File: config.mk
export PLATFORM = sky130hd
export DESIGN_NAME = ctl_port_regfile
export DESIGN_NICKNAME = d
export VERILOG_FILES = /design/src/rtl/ctl_port_pkg.sv /design/src/rtl/ser_sync.sv /design/src/rtl/cmd_rx.sv /design/src/rtl/peak_track.sv /design/src/rtl/reply_tx.sv /design/src/rtl/ctl_port_regfile.sv
export SDC_FILE = /design/constraint.sdc
export NUM_CORES = 1
export LEC_CHECK = 0
export BUFFER_PORTS_ARGS = -buffer_cell sky130_fd_sc_hd__buf_2
export CAP_MARGIN = 20
export CORE_ASPECT_RATIO = 1.75
export CORE_MARGIN = 3
export CORE_UTILIZATION = 40
export DETAILED_ROUTE_END_ITERATION = 16
export HOLD_SLACK_MARGIN = 0.03
export PLACE_DENSITY = 0.72
export SETUP_SLACK_MARGIN = 0.02
export SYNTH_ARGS = -nofsm -noshare
export SYNTH_HDL_FRONTEND = slang
export SYNTH_HIERARCHICAL = 1
export SYNTH_SLANG_ARGS = --single-unit
File: constraint.sdc
create_clock -name clk -period 2.4 [get_ports clk]
set_clock_uncertainty 0.15 [all_clocks]
set_input_delay 0.12 -clock clk [delete_from_list [all_inputs] [get_ports clk]]
set_output_delay 0.12 -clock clk [all_outputs]
set_load 0.01 [all_outputs]
File: src/rtl/ctl_port_pkg.sv
package ctl_port_pkg;

    localparam int FRAME_W = 16;
    localparam int ADDR_W  = 4;
    localparam int DATA_W  = 10;
    localparam int PEAK_W  = 6;
    localparam int NUM_CFG = 3;
    localparam int NUM_CH  = 2;
    localparam int CNT_W   = $clog2(FRAME_W + 2);

    // register that holds the tracking enable, and its bit
    localparam int TRK_REG = 2;
    localparam int TRK_BIT = 0;

    // first peak register address; channels follow in order
    localparam logic [ADDR_W-1:0] PEAK_BASE = ADDR_W'(3);

    typedef struct packed {
        logic [ADDR_W-1:0] addr;
        logic              rd;
        logic              rsvd;
        logic [DATA_W-1:0] data;
    } word_t;

endpackage

File: src/rtl/ser_sync.sv
module ser_sync #(
    parameter int                 WIDTH  = 3,
    parameter int                 STAGES = 2,
    parameter logic [WIDTH-1:0]   INIT   = '0
) (
    input  logic             clk,
    input  logic             rst_n,
    input  logic [WIDTH-1:0] din,
    output logic [WIDTH-1:0] lvl
);

    logic [STAGES-1:0][WIDTH-1:0] chain_d, chain_q;

    always_comb begin
        chain_d[0] = din;
        for (int k = 1; k < STAGES; k++) begin
            chain_d[k] = chain_q[k-1];
        end
    end

    always_ff @(posedge clk or negedge rst_n) begin
        if (!rst_n) begin
            chain_q <= {STAGES{INIT}};
        end else begin
            chain_q <= chain_d;
        end
    end

    assign lvl = chain_q[STAGES-1];

endmodule

File: src/rtl/cmd_rx.sv
module cmd_rx
    import ctl_port_pkg::*;
(
    input  logic              clk,
    input  logic              rst_n,
    input  logic              start,
    input  logic              stop,
    input  logic              shift_en,
    input  logic              sdi,
    output logic              cmd_vld,
    output logic [ADDR_W-1:0] cmd_addr,
    output logic              cmd_rd,
    output logic [DATA_W-1:0] cmd_data
);

    localparam logic [CNT_W-1:0] CNT_FULL = CNT_W'(FRAME_W);
    localparam logic [CNT_W-1:0] CNT_OVER = CNT_W'(FRAME_W + 1);

    typedef struct packed {
        logic [FRAME_W-1:0] sh;
        logic [CNT_W-1:0]   cnt;
    } rx_t;

    rx_t s_d, s_q;

    always_comb begin
        s_d = s_q;
        if (start) begin
            s_d.sh  = '0;
            s_d.cnt = '0;
        end else if (shift_en) begin
            s_d.sh = {s_q.sh[FRAME_W-2:0], sdi};
            if (s_q.cnt != CNT_OVER) begin
                s_d.cnt = s_q.cnt + 1'b1;
            end
        end
    end

    always_ff @(posedge clk or negedge rst_n) begin
        if (!rst_n) begin
            s_q <= '0;
        end else begin
            s_q <= s_d;
        end
    end

    assign cmd_vld  = stop && (s_q.cnt == CNT_FULL);
    assign cmd_addr = s_q.sh[FRAME_W-1 -: ADDR_W];
    assign cmd_rd   = s_q.sh[DATA_W+1];
    assign cmd_data = s_q.sh[DATA_W-1:0];

endmodule

File: src/rtl/peak_track.sv
module peak_track #(
    parameter int W = 6
) (
    input  logic         clk,
    input  logic         rst_n,
    input  logic         en,
    input  logic         vld,
    input  logic [W-1:0] smp,
    input  logic         clr,
    output logic [W-1:0] peak
);

    logic [W-1:0] pk_d, pk_q;
    logic         take;

    always_comb begin
        take = en && vld;
        pk_d = pk_q;
        if (clr) begin
            pk_d = take ? smp : '0;
        end else if (take && (smp > pk_q)) begin
            pk_d = smp;
        end
    end

    always_ff @(posedge clk or negedge rst_n) begin
        if (!rst_n) begin
            pk_q <= '0;
        end else begin
            pk_q <= pk_d;
        end
    end

    assign peak = pk_q;

endmodule

File: src/rtl/reply_tx.sv
module reply_tx
    import ctl_port_pkg::*;
(
    input  logic  clk,
    input  logic  rst_n,
    input  logic  start,
    input  logic  load,
    input  word_t word,
    input  logic  shift_en,
    input  logic  active,
    output logic  sdo
);

    logic [FRAME_W-1:0] tx_d, tx_q;

    always_comb begin
        tx_d = tx_q;
        if (start) begin
            tx_d = load ? FRAME_W'(word) : '0;
        end else if (shift_en) begin
            tx_d = {tx_q[FRAME_W-2:0], 1'b0};
        end
    end

    always_ff @(posedge clk or negedge rst_n) begin
        if (!rst_n) begin
            tx_q <= '0;
        end else begin
            tx_q <= tx_d;
        end
    end

    assign sdo = active & tx_q[FRAME_W-1];

endmodule

File: src/rtl/ctl_port_regfile.sv
module ctl_port_regfile
    import ctl_port_pkg::*;
#(
    parameter int SYNC_STAGES = 2
) (
    input  logic              clk,
    input  logic              rst_n,
    input  logic              sclk_i,
    input  logic              latch_n_i,
    input  logic              sdi_i,
    output logic              sdo_o,
    input  logic              smp_vld_i,
    input  logic [PEAK_W-1:0] smp_l_i,
    input  logic [PEAK_W-1:0] smp_r_i,
    output logic [DATA_W-1:0] cfg0_o,
    output logic [DATA_W-1:0] cfg1_o,
    output logic [DATA_W-1:0] cfg2_o
);

    // synchronized serial inputs: bit 0 clock, bit 1 latch, bit 2 data
    localparam int          SYNC_W    = 3;
    localparam logic [2:0]  SYNC_INIT = 3'b010;

    typedef struct packed {
        logic [NUM_CFG-1:0][DATA_W-1:0] cfg;
        logic                           rd_pend;
        logic [ADDR_W-1:0]              rd_addr;
        logic                           sclk_prev;
        logic                           lat_prev;
    } top_t;

    top_t s_d, s_q;

    logic [SYNC_W-1:0] sync_lvl;
    logic              sclk_s, lat_s, sdi_s;
    logic              active, lat_start, lat_stop;
    logic              sclk_rise, sclk_fall;

    logic              cmd_vld;
    logic [ADDR_W-1:0] cmd_addr;
    logic              cmd_rd;
    logic [DATA_W-1:0] cmd_data;

    logic [DATA_W-1:0] rd_data;
    word_t             reply;
    logic              trk_en;

    logic [NUM_CH-1:0]             pk_clr;
    logic [NUM_CH-1:0][PEAK_W-1:0] pk_smp;
    logic [NUM_CH-1:0][PEAK_W-1:0] pk_val;

    ser_sync #(
        .WIDTH  (SYNC_W),
        .STAGES (SYNC_STAGES),
        .INIT   (SYNC_INIT)
    ) u_sync (
        .clk   (clk),
        .rst_n (rst_n),
        .din   ({sdi_i, latch_n_i, sclk_i}),
        .lvl   (sync_lvl)
    );

    assign sclk_s    = sync_lvl[0];
    assign lat_s     = sync_lvl[1];
    assign sdi_s     = sync_lvl[2];
    assign active    = ~lat_s;
    assign lat_start = ~lat_s & s_q.lat_prev;
    assign lat_stop  = lat_s & ~s_q.lat_prev;
    assign sclk_rise = sclk_s & ~s_q.sclk_prev;
    assign sclk_fall = ~sclk_s & s_q.sclk_prev;

    cmd_rx u_rx (
        .clk      (clk),
        .rst_n    (rst_n),
        .start    (lat_start),
        .stop     (lat_stop),
        .shift_en (active & sclk_rise),
        .sdi      (sdi_s),
        .cmd_vld  (cmd_vld),
        .cmd_addr (cmd_addr),
        .cmd_rd   (cmd_rd),
        .cmd_data (cmd_data)
    );

    // register state update
    always_comb begin
        s_d           = s_q;
        s_d.sclk_prev = sclk_s;
        s_d.lat_prev  = lat_s;
        if (cmd_vld) begin
            if (!cmd_rd) begin
                for (int i = 0; i < NUM_CFG; i++) begin
                    if (cmd_addr == ADDR_W'(i)) begin
                        s_d.cfg[i] = cmd_data;
                    end
                end
            end
            s_d.rd_pend = cmd_rd;
            s_d.rd_addr = cmd_addr;
        end else if (lat_start) begin
            s_d.rd_pend = 1'b0;
        end
    end

    always_ff @(posedge clk or negedge rst_n) begin
        if (!rst_n) begin
            s_q           <= '0;
            s_q.lat_prev  <= 1'b1;
        end else begin
            s_q <= s_d;
        end
    end

    // readback selection
    always_comb begin
        rd_data = '0;
        for (int i = 0; i < NUM_CFG; i++) begin
            if (s_q.rd_addr == ADDR_W'(i)) begin
                rd_data = s_q.cfg[i];
            end
        end
        for (int c = 0; c < NUM_CH; c++) begin
            if (s_q.rd_addr == PEAK_BASE + ADDR_W'(c)) begin
                rd_data = DATA_W'(pk_val[c]);
            end
        end
    end

    always_comb begin
        reply.addr = s_q.rd_addr;
        reply.rd   = 1'b1;
        reply.rsvd = 1'b0;
        reply.data = rd_data;
    end

    always_comb begin
        for (int c = 0; c < NUM_CH; c++) begin
            pk_clr[c] = lat_start && s_q.rd_pend &&
                        (s_q.rd_addr == PEAK_BASE + ADDR_W'(c));
        end
    end

    reply_tx u_tx (
        .clk      (clk),
        .rst_n    (rst_n),
        .start    (lat_start),
        .load     (s_q.rd_pend),
        .word     (reply),
        .shift_en (active & sclk_fall),
        .active   (active),
        .sdo      (sdo_o)
    );

    assign trk_en = s_q.cfg[TRK_REG][TRK_BIT];
    assign pk_smp = {smp_r_i, smp_l_i};

    for (genvar c = 0; c < NUM_CH; c++) begin : g_peak
        peak_track #(
            .W (PEAK_W)
        ) u_peak (
            .clk   (clk),
            .rst_n (rst_n),
            .en    (trk_en),
            .vld   (smp_vld_i),
            .smp   (pk_smp[c]),
            .clr   (pk_clr[c]),
            .peak  (pk_val[c])
        );
    end

    assign cfg0_o = s_q.cfg[0];
    assign cfg1_o = s_q.cfg[1];
    assign cfg2_o = s_q.cfg[2];

endmodule

After elaboration in Yosys (flattened, before gate mapping)
Index checks and enable logic that the tools add are counted.

Add/subtract/negate cells: 1. Magnitude comparators: 2. Equality and inequality tests: 8. Muxes and demuxes: 19. Bitwise gates (word level): 12. Reductions and logical operators: 19.

Operators by type and width (count): 2-to-1 mux 10 bit (5); 2-to-1 mux 16 bit (3); 2-to-1 mux 21 bit (2); 2-to-1 mux 6 bit (6); == test 4 x 2 -> 1 bit (second input constant) (3); > comparator 6 bit (2); nonzero test 2 bit (6); AND reduction 3 bit (3); == test 4 x 1 -> 1 bit (second input constant) (2); logical NOT 4 bit (2); AND 1 bit (7); logical AND 1 bit (7); adder 5 x 1 -> 5 bit (second input constant) (1); == test 5 bit (second input constant) (1); 2-to-1 mux 5 bit (1); != test 5 bit (second input constant) (1); NOT 1 bit (5); == test 4 x 3 -> 1 bit (second input constant) (1); 2-to-1 mux 1 bit (2); AND reduction 2 bit (1).

Register bits: 92. Input bits: 18. Output and inout port bits: 31.

Longest topological paths before layout
Gate-level depths: netlist of run 1.

Word-level depth: 8. Mapped depth: 9. Gate-level depth less buffers: 7.

Cells and area by module
Netlist of run 1, hierarchy kept.

By module, submodules not included: ctl_port_regfile (times used 1, cells an instance 192, area each 2065.7 um2); cmd_rx (times used 1, cells an instance 96, area each 1066.0 um2); peak_track (times used 2, cells an instance 41, area each 446.7 um2); reply_tx (times used 1, cells an instance 58, area each 777.0 um2); ser_sync (times used 1, cells an instance 6, area each 152.6 um2).

Worst setup path before layout of run 1
No wires, ideal clock.

Path kind: flip-flop to flip-flop. Start point: register s_q (netlist bit reply[14]). End point: register g_peak[0].u_peak.pk_q[0]. Arrival time: 2024 ps. Required time: 2125 ps. Setup slack: 101 ps. Stages on the path, launching flop included: 9. Buffers on the path: 1. Period minus slack after synthesis: 2299 ps. Path through: dfrtp_1 > buf_2 > nor2_1 > and3_1 > and3_1 > nand3b_1 > o22ai_1 > a31oi_4 > mux2_4.

Cells in the longest elaborated chain, start to end: 3. Elaborated cells on any way between the ends: 4.

Ends and longest elaborated chain: start, declared (line ctl_port_regfile.sv:32) `top_t s_d, s_q;`; == test 4 x 2 -> 1 bit * (line ctl_port_regfile.sv:139) `(s_q.rd_addr == PEAK_BASE + ADDR_W'(c));`; logical AND 1 bit * (line ctl_port_regfile.sv:138) `pk_clr[c] = lat_start && s_q.rd_pend &&`; via pk_clr[0] (line ctl_port_regfile.sv:48) `logic [NUM_CH-1:0] pk_clr;`; 2-to-1 mux 6 bit or nonzero test 2 bit (tied branches); end signal, assigned (line peak_track.sv:30) `pk_q <= pk_d;`; end, declared (line peak_track.sv:13) `logic [W-1:0] pk_d, pk_q;`.

Mark *: on every way through the listed nets, which the timed path passes. The rest lies on a longest branch. A chain may end at the register's enable or synchronous reset.

Worst setup path after layout of run 1
Start point: register s_q (netlist bit reply[15]). End point: register g_peak[0].u_peak.pk_q[1].

Same word-level chain as after synthesis.

==> impl_metrics.yaml, run 1 <==
synth:
  netlist_area_um2: 4950
  yosysWarningCount: 6
  synth_top_family_by_area: "multiplexers"
  muxShareOfSynthArea_pct: 18.5
  synthCells: 434
  ys.flop_type: "dfrtp_1"
  ys_types: 44
  synth-xor-area-share_pct: 0.354
  async_flop_share_pct: 100
  synthSimpleGateAreaFrac_pct: 10.8
  synth.avg_cell_area_um2: 11.4
  yosysSeqAreaShare_pct: 46.5
  ys_seq_elements: 92
  syn-num-nets: 467
  synthAdderAreaFrac_pct: 3.79
  synth_edf_count: 0
  synth-compound-area-share_pct: 8.69
worst_setup_path:
  worstPathRequired_ns: 2.52
  worstPathMaxFanout: 8
  start_kind: "flip-flop"
  r2r_slack_ns: 0.17
  rr_worst_depth: 8
  critPathMaxStageDelay_ns: 0.48
  cpMostUsedCell: "and3_1"
  crit_end: "g_peak[0].u_peak/peak[1]"
  startpoint: "reply[15]"
  critPathKind: "flip-flop to flip-flop"
  critPathSlowestCell: "dfrtp_1"
  cp_cell_sequence: "nor2_1, and3_1, and3_1, nand3b_1, o22ai_1, a31oi_4, buf_4, mux2i_1"
  r2r_start: "reply[15]"
  end_kind: "flip-flop"
  r2r-end: "g_peak[0].u_peak/peak[1]"
  cp.arrival_ns: 2.35
clocking:
  cts_buffers: 9
  cts.clk_slew.worst_paths_ns: 0.07
  h-tree-depth: 3
  cts.sinks: 92
  clkLatencyLatePin_ns: 0.35
  post-cts-setup-buffers: 0
  tritoncts: "done"
  clock_path_buffers: 2
  cts_root_buffer: "clkbuf_16"
drt:
  wl_met3_um: 270
  drt-pass1-iter-count: 4
  drt-met1-wl_mm: 3.91
  ant_nets: 0
  vias_per_cell: 5.03
  via_count: 3197
  wl_per_cell_um: 16.2
  top_layer_used: "met4"
  wl_mm: 10.3
  drc_errors: 0
  wl_met2_mm: 5.71
  drt_iter0_drc: 187
pwr:
  p_per_area_nw_per_um2: 568
  switching_power_uw: 704
  total_power_uw: 3170
  p_leak_uw: 0.00269
  peakVddDrop_mv: 0.394
  p_seq_share_pct: 49.9
  clockPowerShare_pct: 45.2
  p_comb_share_pct: 4.9
  intPower_uw: 2470
  sw_frac_of_total_pct: 22.2
floorplanning:
  die-area_um2: 13800
  initial_core_util_pct: 41.1
  die_w_um: 90.1
  die_y_um: 153
  io_pins: 49
  rows: 53
  core_region_area_um2: 12100
global_route:
  antenna_found_initial: 0
  grt_pass1_wl_mm: 17.2
  track_usage_pct: 15.6
  gr-total-overflow: 0
  first_global_vias: 3492
  grt_max_degree: 57
timing:
  hold-worst-slack_ns: 0.0330
  hold_viol: 0
  setup_ws_ns: 0.172
  tightest_slew_ns: 0.503
  finalSetupViolations: 0
  finalSetupTns_ns: 0
  rsz0062_at_grt: "no"
  fin_crit_ns: 2.23
  period_share_pct: 92.8
  drv_slew: 0
  max_freq_ghz: 0.449
  relSlewSlack_pct: 66.5
run:
  cap_violations: 0
finish:
  finalNetCount: 499
  seqCellArea_um2: 2310
  num-fill-cells: 1134
  multi_input_area_um2: 2110
  diodes: 0
  drive_above_1_share_pct: 30.1
  area_delta_synth_final_pct: 12.6
place:
  gp_congestion: 0.858
  dp_hpwl_mm: 7.70
  portBuffers: 48
  pre_cts_slack_ns: 0.187
outcome:
  status: "completed"
min_path:
  hold_class: "input pin to flip-flop"
[Yosys cell counts, types with 3 or more instances]
cell type   n  area share (%)
clkbuf_1    4            0.30
nand4_1     4            0.50
inv_1      21             1.6
o2bb2ai_1  12             2.1
a21oi_1     8            0.81
mux2i_1    46             9.3
buf_6       6             1.4
nand3_1     4            0.40
nor3b_1     3            0.45
ha_1       15             3.8
nand2b_1   13             1.6
and2_1      3            0.38
a32oi_1     5            0.88
o22ai_1     3            0.38
mux2_2     34             7.7
dfrtp_1    89              45
dfstp_2     3             1.6
o21ai_0    12             1.2
nor2_1     41             3.1
buf_4      49             7.4
nand3b_1    5            0.76
and3_1      3            0.38
buf_2       5            0.50
nor3_1      4            0.40
nand2_1     9            0.68
a21o_1      3            0.45
nor2b_1     6            0.76
[logic make-up (layout without fill, tap and decap cells)]
kind of cell / after synthesis / after routing
multiplexers: 85 / 85
AO/OA/AOI/OAI: 53 / 53
other: 2 / 2
adder cells (fa/ha/maj): 15 / 15
flip-flops: 92 / 92
AND/OR/NAND/NOR: 100 / 100
buffers and inverters: 85 / 122
XOR/XNOR: 2 / 2
[area by class of cell]
class / instances / share of cell area, %
multi-input combinational: 257 / 37.9
tap: 165 / 3.70
timing repair buffer: 85 / 10.2
clock buffer: 10 / 4.29
sequential: 92 / 41.4
clock inverter: 6 / 1.14
inverter: 21 / 1.41
[critical path, delay by kind of cell (launching register included)]
kind / cells / cell delay, ns
muxes: 1 / 0.21
and+or+nand+nor: 4 / 0.83
AOI/OAI and AO/OA: 2 / 0.28
buffers and inverters: 1 / 0.19
DFF: 1 / 0.48
[cell usage in the layout (no fill, tap or decap), drive strengths merged, types with 4 or more instances in the layout]
cell / n
nand3b: 5
clkbuf: 10
ha: 15
nor3: 4
dfrtp: 89
a32oi: 5
nand2: 10
mux2i: 46
dlygate4sd3: 15
nor3b: 5
nand4: 4
a21oi: 9
buf: 70
nand2b: 13
mux2: 38
o2bb2ai: 13
nor2: 41
inv: 21
o21ai: 12
nand3: 4
and2: 4
nor2b: 6
[through the flow]
stage               instance area, um^2  util [%]  instances
floorplan                          4950         -        434
finish                             5580      46.2        636
detailed placement                 5120      42.4        605
global placement                   5120      42.4        605
CTS                                5570      46.2        636
global route                       5580      46.2        636
[worst min-delay path by stage]
stage | endpoint | cells past startpoint | start | slack (ns)
3_5_place_dp | cfg1_o[7] | 1 | rst_n | -0.03
6_report | g_peak[1].u_peak/peak[0] | 4 | smp_r_i[0] | 0.03
4_1_cts | g_peak[1].u_peak/peak[0] | 4 | smp_r_i[0] | 0.03
2_1_floorplan | cfg0_o[0] | 0 | rst_n | -0.33
5_1_grt | g_peak[1].u_peak/peak[0] | 4 | smp_r_i[0] | 0.07
3_3_place_gp | cfg1_o[8] | 1 | rst_n | -0.04
[state kept, by name, summed over array words and instances, names as in the netlist]
signal              cells
u_rx/cmd_addr           4
cfg2_o                 10
cfg0_o                 10
g_peak.u_peak/peak     12
u_rx/cmd_data          10
u_rx/s_q                6
cfg1_o                 10
reply                   4
s_q                     3
u_sync/chain_d          3
u_sync/lvl              3
u_rx/cmd_rd             1
u_tx/tx_q              16
[metal layers]
| layer | track usage, % | up-vias |
|---|---|---|
| li1 | - | 1527 |
| met1 | 16.4 | 1587 |
| met2 | 29.2 | 57 |
| met3 | 3.20 | 26 |
| met4 | 7.82 | 0 |
| met5 | 0 | - |
[power groups by stage]
stage               clock network, uW  logic [uW]  registers [uW]
global route                     1530         174            1580
global placement                    0         134            1610
detailed placement                  0         138            1610
floorplan                           0        75.9            1600
CTS                              1460         158            1580
finish                           1430         155            1580
[timing repair]
action,4_1_cts,5_1_grt
hold buffers,15,0
endpoints found under the hold margin,50,0
resized for setup,0,1
setup endpoints to repair,0,1
No activity file was read; power rests on OpenSTA's default activity.
==> run 2: changes to the inputs <==
--- a/config.mk
+++ b/config.mk
@@ -13,6 +13,7 @@
 export DETAILED_ROUTE_END_ITERATION = 16
 export HOLD_SLACK_MARGIN = 0.03
 export PLACE_DENSITY = 0.72
+export REMOVE_ABC_BUFFERS = 1
 export SETUP_SLACK_MARGIN = 0.02
 export SYNTH_ARGS = -nofsm -noshare
 export SYNTH_HDL_FRONTEND = slang
==> impl_metrics.yaml, run 2 (synthesis gave the netlist of run 1 again) <==
floorplanning:
  rows: 53
  die-area_um2: 13800
  io_pins: 49
  die_w_um: 90.1
  initial_core_util_pct: 41.1
  die_y_um: 153
  core_region_area_um2: 12100
clocking:
  tritoncts: "done"
  cts.sinks: 92
  clkLatencyLatePin_ns: 0.34
  clock_path_buffers: 2
  post_cts_resize_count: 0
  cts_root_buffer: "clkbuf_16"
  cts.clk_slew.worst_paths_ns: 0.06
  h-tree-depth: 3
  cts_buffers: 9
finish:
  largest_reg_flops: 16
  layout_common_cells: "dfrtp_1 (89), buf_2 (47), mux2i_1 (46)"
  drive_above_1_share_pct: 29.1
  diodes: 0
  area_delta_synth_final_pct: 11.4
  num-fill-cells: 1159
  finalNetCount: 495
  layout_commonest_cell: "dfrtp_1"
  regMostFlops: "u_tx/tx_q"
worst_setup_path:
  end_kind: "flip-flop"
  startpoint: "s_q[0]"
  critPathSlowestCell: "dfstp_2"
  critPathKind: "flip-flop to flip-flop"
  r2r_start: "s_q[0]"
  worstPathRequired_ns: 2.50
  cp.arrival_ns: 2.31
  worstPathMaxFanout: 5
  crit_buf_inv: 1
  crit_family: "simple AND/OR/NAND/NOR gates"
  cp_cell_sequence: "nor2b_2, nand2_1, nor2_1, nand3b_1, o22ai_1, a31oi_4, buf_4, mux2i_1"
  r2r-end: "g_peak[1].u_peak/peak[4]"
  critPathMaxStageDelay_ns: 0.53
  start_kind: "flip-flop"
  r2r_slack_ns: 0.19
  rr_worst_depth: 8
timing:
  period_share_pct: 91.9
  relSlewSlack_pct: 64.0
  drv_slew: 0
  hold-worst-slack_ns: 0.0408
  finalSetupViolations: 0
  max_freq_ghz: 0.453
  fin_crit_ns: 2.21
  tightest_slew_ns: 0.540
  hold_viol: 0
  rsz0062_at_grt: "no"
place:
  portBuffers: 48
  gp_congestion: 0.777
  dp_hpwl_mm: 7.35
pwr:
  total_power_uw: 3050
  p_per_area_nw_per_um2: 553
  p_leak_uw: 0.00266
  peakVddDrop_mv: 0.345
drt:
  drc_errors: 0
  drt_iter0_drc: 152
  wl_per_cell_um: 16.0
  wl_mm: 10.1
  vias_per_cell: 5.04
  drt-pass1-iter-count: 4
  ant_nets: 0
  via_count: 3187
global_route:
  grt_pass1_wl_mm: 17.0
  grt_max_degree: 44
  gr-total-overflow: 0
  antenna_found_initial: 0
  first_global_vias: 3369
  track_usage_pct: 15.3
min_path:
  hold_class: "input pin to flip-flop"
  worstHoldPathCells: 4
  hold_path_end: "g_peak[0].u_peak/peak[0]"
  min-delay-start: "smp_l_i[0]"
outcome:
  status: "completed"
run:
  cap_violations: 0
[run 2: worst max path at each step]
stage	end	slack (ns)	cells after the start
after floorplan	g_peak[0].u_peak/peak[0]	-1.05	6
after global placement	cfg0_o[5]	0.28	7
after detailed placement	cfg0_o[0]	0.21	7
after CTS	cfg0_o[0]	0.18	7
after global routing	cfg0_o[5]	0.06	7
final	g_peak[1].u_peak/peak[4]	0.19	8
[run 2: area by class of cell]
cell class,count,area [um^2],area share (%)
Tap cell,165,206,3.74
Sequential cell,92,2310,41.8
Inverter,21,78.8,1.43
Clock buffer,12,256,4.65
Clock inverter,4,23.8,0.431
Timing Repair Buffer,81,541,9.79
Multi-Input combinational cell,257,2110,38.2
[run 2: repair_timing]
| action | 4_1_cts | 5_1_grt |
|---|---|---|
| buffers inserted | 0 | 0 |
| hold endpoints to repair | 53 | 0 |
| hold buffers | 15 | 0 |
[run 2: layer usage]
layer | track usage (%) | routed length (um)
met3 | 2.41 | 229
met4 | 5.84 | 183
met5 | 0 | 0
met1 | 18.0 | 4150
met2 | 27.6 | 5540
[run 2: worst register-to-register path, delay by kind of cell (launching register included)]
kind | cells | cell delay [ns]
AO/OA/AOI/OAI | 2 | 0.30
buffers and inverters | 1 | 0.19
flip-flops | 1 | 0.53
multiplexers | 1 | 0.21
AND/OR/NAND/NOR | 4 | 0.75
[run 2: report_power, final]
group	switching (uW)	internal, uW
registers	14.5	1570
clock network	558	755
logic	90.7	65.8
[run 2: stage by stage]
step	area, um^2	setup TNS (ns)	util, %	instances	worst slack [ns]
2_1_floorplan	4480	-31.80	-	370	-1.05
4_1_cts	5520	0	45.7	632	0.182
5_1_grt	5520	0	45.7	632	0.0583
6_report	5520	0	45.7	632	0.194
3_5_place_dp	5090	0	42.2	601	0.208
3_3_place_gp	5090	0	42.2	601	0.280
